### src/rtl/gpio_irq_pkg.sv
package gpio_irq_pkg;

   typedef enum logic [1:0] {
      MODE_FLOAT   = 2'b00,
      MODE_PULLIRQ = 2'b01,
      MODE_OPEN    = 2'b10,
      MODE_PUSH    = 2'b11
   } pin_mode_e;

   localparam logic [1:0] OFS_DATA = 2'd0;
   localparam logic [1:0] OFS_DIR  = 2'd1;
   localparam logic [1:0] OFS_OPT  = 2'd2;
   localparam logic [1:0] OFS_PEND = 2'd3;

endpackage

### src/rtl/gpio_in_sync.sv
module gpio_in_sync #(
   parameter int WIDTH  = 8,
   parameter int STAGES = 2
) (
   input  logic             clk,
   input  logic             rst_n,
   input  logic [WIDTH-1:0] d,
   output logic [WIDTH-1:0] q
);
   if (STAGES < 2) begin : g_bad_stages
      $error("gpio_in_sync: STAGES must be at least 2");
   end

   logic [WIDTH-1:0] chain [STAGES];

   always_ff @(posedge clk or negedge rst_n) begin
      if (!rst_n) begin
         for (int k = 0; k < STAGES; k++) chain[k] <= '0;
      end else begin
         chain[0] <= d;
         for (int k = 1; k < STAGES; k++) chain[k] <= chain[k-1];
      end
   end

   assign q = chain[STAGES-1];
endmodule

### src/rtl/gpio_pad_ctl.sv
module gpio_pad_ctl
   import gpio_irq_pkg::*;
#(
   parameter int NPINS = 8
) (
   input  logic [NPINS-1:0] dir_q,
   input  logic [NPINS-1:0] opt_q,
   input  logic [NPINS-1:0] data_q,
   input  logic [NPINS-1:0] analog_sel,
   input  logic [NPINS-1:0] alt_en,
   input  logic [NPINS-1:0] alt_out,
   output logic [NPINS-1:0] pad_oe,
   output logic [NPINS-1:0] pad_do,
   output logic [NPINS-1:0] pad_pu,
   output logic [NPINS-1:0] irq_arm
);
   for (genvar gi = 0; gi < NPINS; gi++) begin : g_pin
      pin_mode_e mode;
      logic      src, oe_b, do_b, pu_b, arm_b;

      assign mode = pin_mode_e'({dir_q[gi], opt_q[gi]});
      assign src  = alt_en[gi] ? alt_out[gi] : data_q[gi];

      always_comb begin
         oe_b  = 1'b0;
         do_b  = 1'b0;
         pu_b  = 1'b0;
         arm_b = 1'b0;
         if (!analog_sel[gi]) begin
            unique case (mode)
               MODE_FLOAT: begin
                  oe_b = alt_en[gi];
                  do_b = alt_en[gi] & alt_out[gi];
               end
               MODE_PULLIRQ: begin
                  pu_b  = 1'b1;
                  arm_b = 1'b1;
               end
               MODE_OPEN: begin
                  oe_b = ~src;
               end
               MODE_PUSH: begin
                  oe_b = 1'b1;
                  do_b = src;
               end
            endcase
         end
      end

      assign pad_oe[gi]  = oe_b;
      assign pad_do[gi]  = do_b;
      assign pad_pu[gi]  = pu_b;
      assign irq_arm[gi] = arm_b;
   end
endmodule

### src/rtl/gpio_edge_irq.sv
module gpio_edge_irq #(
   parameter int               NPINS       = 8,
   parameter logic [NPINS-1:0] IRQ_CAPABLE = 8'h81
) (
   input  logic             clk,
   input  logic             rst_n,
   input  logic [NPINS-1:0] lvl,
   input  logic [NPINS-1:0] arm,
   input  logic             rearm,
   input  logic             clr_wr,
   input  logic [NPINS-1:0] clr_bits,
   input  logic             irq_mask,
   output logic [NPINS-1:0] pend,
   output logic             wake,
   output logic             irq
);
   for (genvar gi = 0; gi < NPINS; gi++) begin : g_pin
      if (IRQ_CAPABLE[gi]) begin : g_cap
         logic prev_q, pend_q, fall;
         assign fall = prev_q & ~lvl[gi] & arm[gi] & ~rearm;
         always_ff @(posedge clk or negedge rst_n) begin
            if (!rst_n) begin
               prev_q <= 1'b0;
               pend_q <= 1'b0;
            end else begin
               prev_q <= lvl[gi];
               pend_q <= fall | (pend_q & ~(clr_wr & clr_bits[gi]));
            end
         end
         assign pend[gi] = pend_q;
      end else begin : g_plain
         logic unused_in;
         assign unused_in = ^{lvl[gi], arm[gi], clr_bits[gi]};
         assign pend[gi]  = 1'b0;
      end
   end

   assign wake = (|(pend & arm)) & ~irq_mask;

   always_ff @(posedge clk or negedge rst_n) begin
      if (!rst_n) irq <= 1'b0;
      else        irq <= wake;
   end
endmodule

### src/rtl/gpio_irq_port.sv
module gpio_irq_port
   import gpio_irq_pkg::*;
#(
   parameter int               NPINS       = 8,
   parameter logic [NPINS-1:0] IRQ_CAPABLE = 8'h81,
   parameter int               SYNC_STAGES = 2
) (
   input  logic             clk,
   input  logic             rst_n,
   input  logic             bus_sel,
   input  logic             bus_wr,
   input  logic [1:0]       bus_addr,
   input  logic [NPINS-1:0] bus_wdata,
   output logic [NPINS-1:0] bus_rdata,
   input  logic [NPINS-1:0] pad_in,
   output logic [NPINS-1:0] pad_oe,
   output logic [NPINS-1:0] pad_do,
   output logic [NPINS-1:0] pad_pu,
   input  logic [NPINS-1:0] analog_sel,
   input  logic [NPINS-1:0] alt_en,
   input  logic [NPINS-1:0] alt_out,
   input  logic             irq_mask,
   output logic             irq,
   output logic             wake
);
   if (NPINS < 1 || NPINS > 32) begin : g_bad_width
      $error("gpio_irq_port: NPINS must be 1..32");
   end

   logic [NPINS-1:0] data_q, dir_q, opt_q, pin_lvl, irq_arm, pend;
   logic             wr_hit, cfg_wr, clr_wr;

   assign wr_hit = bus_sel & bus_wr;
   assign cfg_wr = wr_hit & ((bus_addr == OFS_DIR) | (bus_addr == OFS_OPT));
   assign clr_wr = wr_hit & (bus_addr == OFS_PEND);

   always_ff @(posedge clk or negedge rst_n) begin
      if (!rst_n) begin
         data_q <= '0;
         dir_q  <= '0;
         opt_q  <= '0;
      end else if (wr_hit) begin
         case (bus_addr)
            OFS_DATA: data_q <= bus_wdata;
            OFS_DIR:  dir_q  <= bus_wdata;
            OFS_OPT:  opt_q  <= bus_wdata;
            default:  ;
         endcase
      end
   end

   always_comb begin
      case (bus_addr)
         OFS_DATA: bus_rdata = (dir_q & data_q) | (~dir_q & pin_lvl);
         OFS_DIR:  bus_rdata = dir_q;
         OFS_OPT:  bus_rdata = opt_q;
         default:  bus_rdata = pend;
      endcase
   end

   gpio_in_sync #(.WIDTH(NPINS), .STAGES(SYNC_STAGES)) u_sync (
      .clk(clk), .rst_n(rst_n), .d(pad_in), .q(pin_lvl)
   );

   gpio_pad_ctl #(.NPINS(NPINS)) u_pad (
      .dir_q(dir_q), .opt_q(opt_q), .data_q(data_q),
      .analog_sel(analog_sel), .alt_en(alt_en), .alt_out(alt_out),
      .pad_oe(pad_oe), .pad_do(pad_do), .pad_pu(pad_pu), .irq_arm(irq_arm)
   );

   gpio_edge_irq #(.NPINS(NPINS), .IRQ_CAPABLE(IRQ_CAPABLE)) u_edge (
      .clk(clk), .rst_n(rst_n), .lvl(pin_lvl), .arm(irq_arm),
      .rearm(cfg_wr), .clr_wr(clr_wr), .clr_bits(bus_wdata),
      .irq_mask(irq_mask), .pend(pend), .wake(wake), .irq(irq)
   );
endmodule

### config.mk
export PLATFORM = sky130hd
export DESIGN_NAME = gpio_irq_port
export DESIGN_NICKNAME = d
export VERILOG_FILES = /design/src/rtl/gpio_irq_pkg.sv /design/src/rtl/gpio_in_sync.sv /design/src/rtl/gpio_pad_ctl.sv /design/src/rtl/gpio_edge_irq.sv /design/src/rtl/gpio_irq_port.sv
export SDC_FILE = /design/constraint.sdc
export NUM_CORES = 1
export LEC_CHECK = 0
export ABC_CLOCK_PERIOD_IN_PS = 2250
export BUFFER_PORTS_ARGS = -buffer_cell sky130_fd_sc_hd__buf_2
export CORE_ASPECT_RATIO = 0.6
export CORE_MARGIN = 1
export CORE_UTILIZATION = 48
export DETAILED_ROUTE_END_ITERATION = 10
export GPL_TIMING_DRIVEN = 1
export MAX_ROUTING_LAYER = met4
export PLACE_DENSITY = 0.87
export SETUP_SLACK_MARGIN = 0.2
export SLEW_MARGIN = 20
export SYNTH_ARGS = -nofsm -noshare
export SYNTH_HDL_FRONTEND = slang
export SYNTH_SLANG_ARGS = --single-unit
export TNS_END_PERCENT = 5
### constraint.sdc
create_clock -name clk -period 2.25 [get_ports clk]
set_clock_uncertainty 0.15 [all_clocks]
set_input_delay 0.675 -clock clk [delete_from_list [all_inputs] [get_ports clk]]
set_output_delay 0.675 -clock clk [all_outputs]
set_load 0.005 [all_outputs]
* Word level (Yosys, flattened, before mapping) *
Index checks and enable logic that the tools add are counted.

word-level totals
  bits in registers = 45
  input bits = 47
  output and inout bits = 34
  word-level logic and storage cells = 151

operators by class
  equality and inequality tests = 27
  mux-type cells = 57
  bitwise operators = 44
  reductions and logical operators = 13

operators by type and width
  cell                                                             number
  1-bit 2-to-1 mux                                                 40
  2-bit == test, second input constant                             18
  8-bit AND                                                        3
  1-bit one-hot mux with 3 select lines                            8
  8-bit one-hot mux with 3 select lines                            1
  1-bit AND                                                        22
  2-bit by 1-bit == test with 1-bit output, second input constant  9
  2-bit zero test                                                  9
  1-bit one-hot mux with 2 select lines                            8
  1-bit inverter                                                   14
  8-bit inverter                                                   1
  8-bit bitwise OR                                                 1
  8-bit OR reduction                                               1
  2-bit AND reduction                                              3
  1-bit bitwise OR                                                 3

* Logic depth before layout (Yosys ltp) *
  word-level depth = 6
  mapped depth = 6
  gate-level depth less buffers = 5

* By module *
A second synthesis with hierarchy kept.

second synthesis, totals
  cells, all modules = 305
  area total of the unflattened synthesis = 3293.2 µm²

modules (own cells, without submodules)
  module         times used  cells each  area an instance (µm²)  sequential area each (µm²)
  gpio_irq_port  1           104         1295.0                  600.6
  gpio_pad_ctl   1           155         1295.0                  0.0
  gpio_in_sync   1           24          460.4                   400.4
  gpio_edge_irq  1           22          242.7                   125.1

* Worst setup path before layout *
Ideal clock, no wire load.

  path kind = input to output
  from = in bus_addr[0]
  to = out bus_rdata[0]
  arrival = 1.505 ns
  required time = 1.425 ns
  slack = -0.080 ns
  cell stages on the path = 6
  buffers on the path = 1
  path through = inv_1 > ha_1 > buf_2 > a221o_1 > a21oi_1 > a21oi_1

on the way
  longest elaborated chain between the ends = 2
  elaborated cells between the ends (all ways) = 4
  those cells by class = eq/ne: 2; mux: 1; reduce/logical: 1

RTL lines
  element                                  line                 source
  start: declaration                       gpio_irq_port.sv:12  input logic [1:0] bus_addr,
  2-bit == test (tied with other cells)    gpio_irq_port.sv:53  case (bus_addr)
  8-bit one-hot mux with 3 select lines *  gpio_irq_port.sv:53
  end: declaration                         gpio_irq_port.sv:14  output logic [NPINS-1:0] bus_rdata,

Every way passes the cells marked *; elsewhere a longest branch is shown, timed or not.

* Worst setup path in the final report *
  from = in bus_addr[1]
  to = out bus_rdata[7]

Same word-level chain as after synthesis.

==> results.sh <==
export IMPL_synth_distinct_cells=27
export IMPL_htree_num_levels=2
export IMPL_drt_first_pass_iters=4
export IMPL_synth_commonest_cells="dfrtp_1, ha_1, mux2_2"
export IMPL_power_density_nw_per_um2=674
export IMPL_grt_setup_unrepaired="true"
export IMPL_antenna_found_initial=0
export IMPL_fin_setup_tns_ns=-2.96
export IMPL_final_cell_area_um2=3760
export IMPL_syn_num_nets=363
export IMPL_power_leakage_nw=1.82
export IMPL_ys_ff_latch=45
export IMPL_clk_latency_ns=0.29
export IMPL_layout_setup_ws_ns=-0.280
export IMPL_final_max_slew_viol_count=0
export IMPL_slew_headroom=0.750
export IMPL_cts_sinks=45
export IMPL_critPathMaxFanout=9
export IMPL_numCtsBuffers=5
export IMPL_core_um2=5780
export IMPL_synth_cells=271
export IMPL_intPower_w=0.00169
export IMPL_arrival_ns=1.71
export IMPL_cts_tree="done"
export IMPL_p_switching_w=0.000846
export IMPL_ios=81
export IMPL_avgViaCountPerCell=5.27
export IMPL_reg2regPathDepth=6
export IMPL_worstSetupPathType="in2out"
export IMPL_power_w=0.00254
export IMPL_syn_mean_instance_area_um2=11.0
export IMPL_yosysWarnings=0
export IMPL_synth_edf_count=0
export IMPL_wl_met3_um=328
export IMPL_fin_crit_ns=2.53
export IMPL_worstSetupStartpointType="input pin"
export IMPL_routed_wl_um=6600
export IMPL_worst_slew_pin_transition_ns=0.376
export IMPL_cts_path_max_buffers=2
export IMPL_yosys_area_top_type="dfrtp_1"
export IMPL_antennaDiodeCount=0
export IMPL_syn_area_um2=2990
export IMPL_setup_violations=24
export IMPL_outcome="complete, but fails checks"
export IMPL_grt_usage=0.214
export IMPL_p_sw_frac=0.333
export IMPL_grt_overflow_total=0
export IMPL_wl_met1_um=3130
export IMPL_die_w_um=104
export IMPL_fin_hold_ws_ns=0.134
export IMPL_die_height_um=63.1
export IMPL_r2r_start="dir_q[7]$_DFFE_PN0P_"
export IMPL_required_ns=1.42
export IMPL_post_place_ws_ns=-0.381
export IMPL_violations="negative setup slack"
export IMPL_period_share=1.12
export IMPL_area_delta_synth_final_pct=26.0
export IMPL_grt_pass1_wl_um=10800
export IMPL_drcViolationCount=0
export IMPL_r2r_setup_slack_ns=0.84
export IMPL_dr_wl_met2_um=3050
export IMPL_maxCapViolations=0
export IMPL_peakVddDrop_mv=0.444
export IMPL_dp_hpwl_um=4950
export IMPL_nNetsFinal=440
export IMPL_portBuffers=80
export IMPL_dpl_cell_area_um2=3460
export IMPL_wire_per_inst_um=15.4
export IMPL_n_fill_cell=451
export IMPL_top_layer_used="met4"
export IMPL_cts_root_buf="clkbuf_8"
export IMPL_synth_main_ff_cell="dfrtp_1"
export IMPL_hold_class="in2async"
export IMPL_synth_seq_area_share=0.377
export IMPL_clockPowerShare=0.195
export IMPL_clk_pin_slew_ns=0.08
export IMPL_drtIter0Drc=99
export IMPL_async_flop_share=1.00
export IMPL_die_area_um2=6550
export IMPL_yosys_top_cells_area="dfrtp_1, ha_1, mux2_2"
export IMPL_p_seq_frac=0.442
export IMPL_rows=21
export IMPL_gp_congestion=0.839
export IMPL_drive_gt1_frac=0.580
export IMPL_timing_rr_end="u_edge.g_pin[7].g_cap.pend_q$_DFF_PN0_"
export IMPL_final_antenna_net_count=0
export IMPL_grt_pass1_vias=2259
export IMPL_hold_viol=0
export IMPL_grt_max_degree=19
export IMPL_cp_end_kind="output port"
export IMPL_max_freq_mhz=395
export IMPL_initial_core_util=0.517
export IMPL_synth_top_area_share=0.377
export IMPL_pwr_share_comb=0.363
export IMPL_vias=2254
## state kept, by name, indices dropped and copies added, names as in the netlist
register                   count
data_q                         8
dir_q                          8
opt_q                          8
u_sync.chain                   8
u_sync.q                       8
u_edge.g_pin.g_cap.pend_q      2
u_edge.g_pin.g_cap.prev_q      2
u_edge.irq                     1
## worst max path at each step
stage	from	endpoint	slack, ns
final	bus_addr[1]	bus_rdata[7]	-0.28
after detailed placement	bus_addr[1]	bus_rdata[5]	-0.38
after CTS	bus_addr[0]	bus_rdata[5]	-0.27
after floorplan	bus_addr[1]	bus_rdata[7]	0.02
after global routing	bus_addr[1]	bus_rdata[0]	-0.30
after global placement	bus_addr[1]	bus_rdata[0]	-0.37
## logic make-up after synthesis
family	synth area share
AND/OR/NAND/NOR	0.0900
buffers and inverters	0.103
multiplexers	0.143
adder cells (fa/ha/maj)	0.188
AO/OA/AOI/OAI	0.0980
flip-flops	0.377
## layout by cell type (no fill, tap or decap), types with 6 or more instances in the layout
cell type | synthesis | final
clkbuf_8 | 0 | 6
dfrtp_2 | 0 | 14
buf_2 | 4 | 75
nor2b_1 | 11 | 7
dfrtp_1 | 45 | 31
mux2_2 | 35 | 30
a21oi_1 | 12 | 10
inv_1 | 25 | 9
ha_2 | 0 | 9
inv_2 | 0 | 13
ha_1 | 45 | 34
buf_6 | 1 | 7
buf_4 | 24 | 16
a222oi_1 | 6 | 6
nor2_1 | 10 | 10
## critical path: stages
cell and delay (ns):
buf_8 0.12, buf_6 0.12, ha_4 0.19, a221o_1 0.29, a21oi_1 0.12, a21oi_1 0.06, buf_2 0.12
## metrics by stage
step	std cells	utilization
3_5_place_dp	419	0.598
3_3_place_gp	419	0.598
4_1_cts	427	0.636
5_1_grt	428	0.651
2_1_floorplan	271	-
6_report	428	0.651
## area by class of cell
type	instances	area [µm²]	share of cell area
clock buffers	7	86.3	0.0229
multi-input cells	171	1710	0.455
flip-flops and latches	45	1140	0.304
well taps	80	100	0.0266
repair buffers	100	604	0.161
inverters	25	116	0.0309
## repair_timing
action                     in CTS  in global routing
hold buffers                    0                  0
setup buffers                   1                  1
setup endpoints to repair      33                 33
pin swaps                       7                  6
gates resized for setup        55                 28
## power by group through the flow
stage                     sequential, W  clock [W]  combinational [W]
after floorplan                 0.00106          0           0.000582
after global placement          0.00110          0           0.000758
after detailed placement        0.00111          0           0.000797
after CTS                       0.00111   0.000499           0.000860
after global routing            0.00115   0.000547            0.00103
final                           0.00112   0.000496           0.000921
## routing by layer
layer	vias up	track usage
met4	0	0.0643
met1	1084	0.280
met2	77	0.338
li1	1081	-
met5	-	-
met3	12	0.0414
Power figures use the tool's default switching activity.
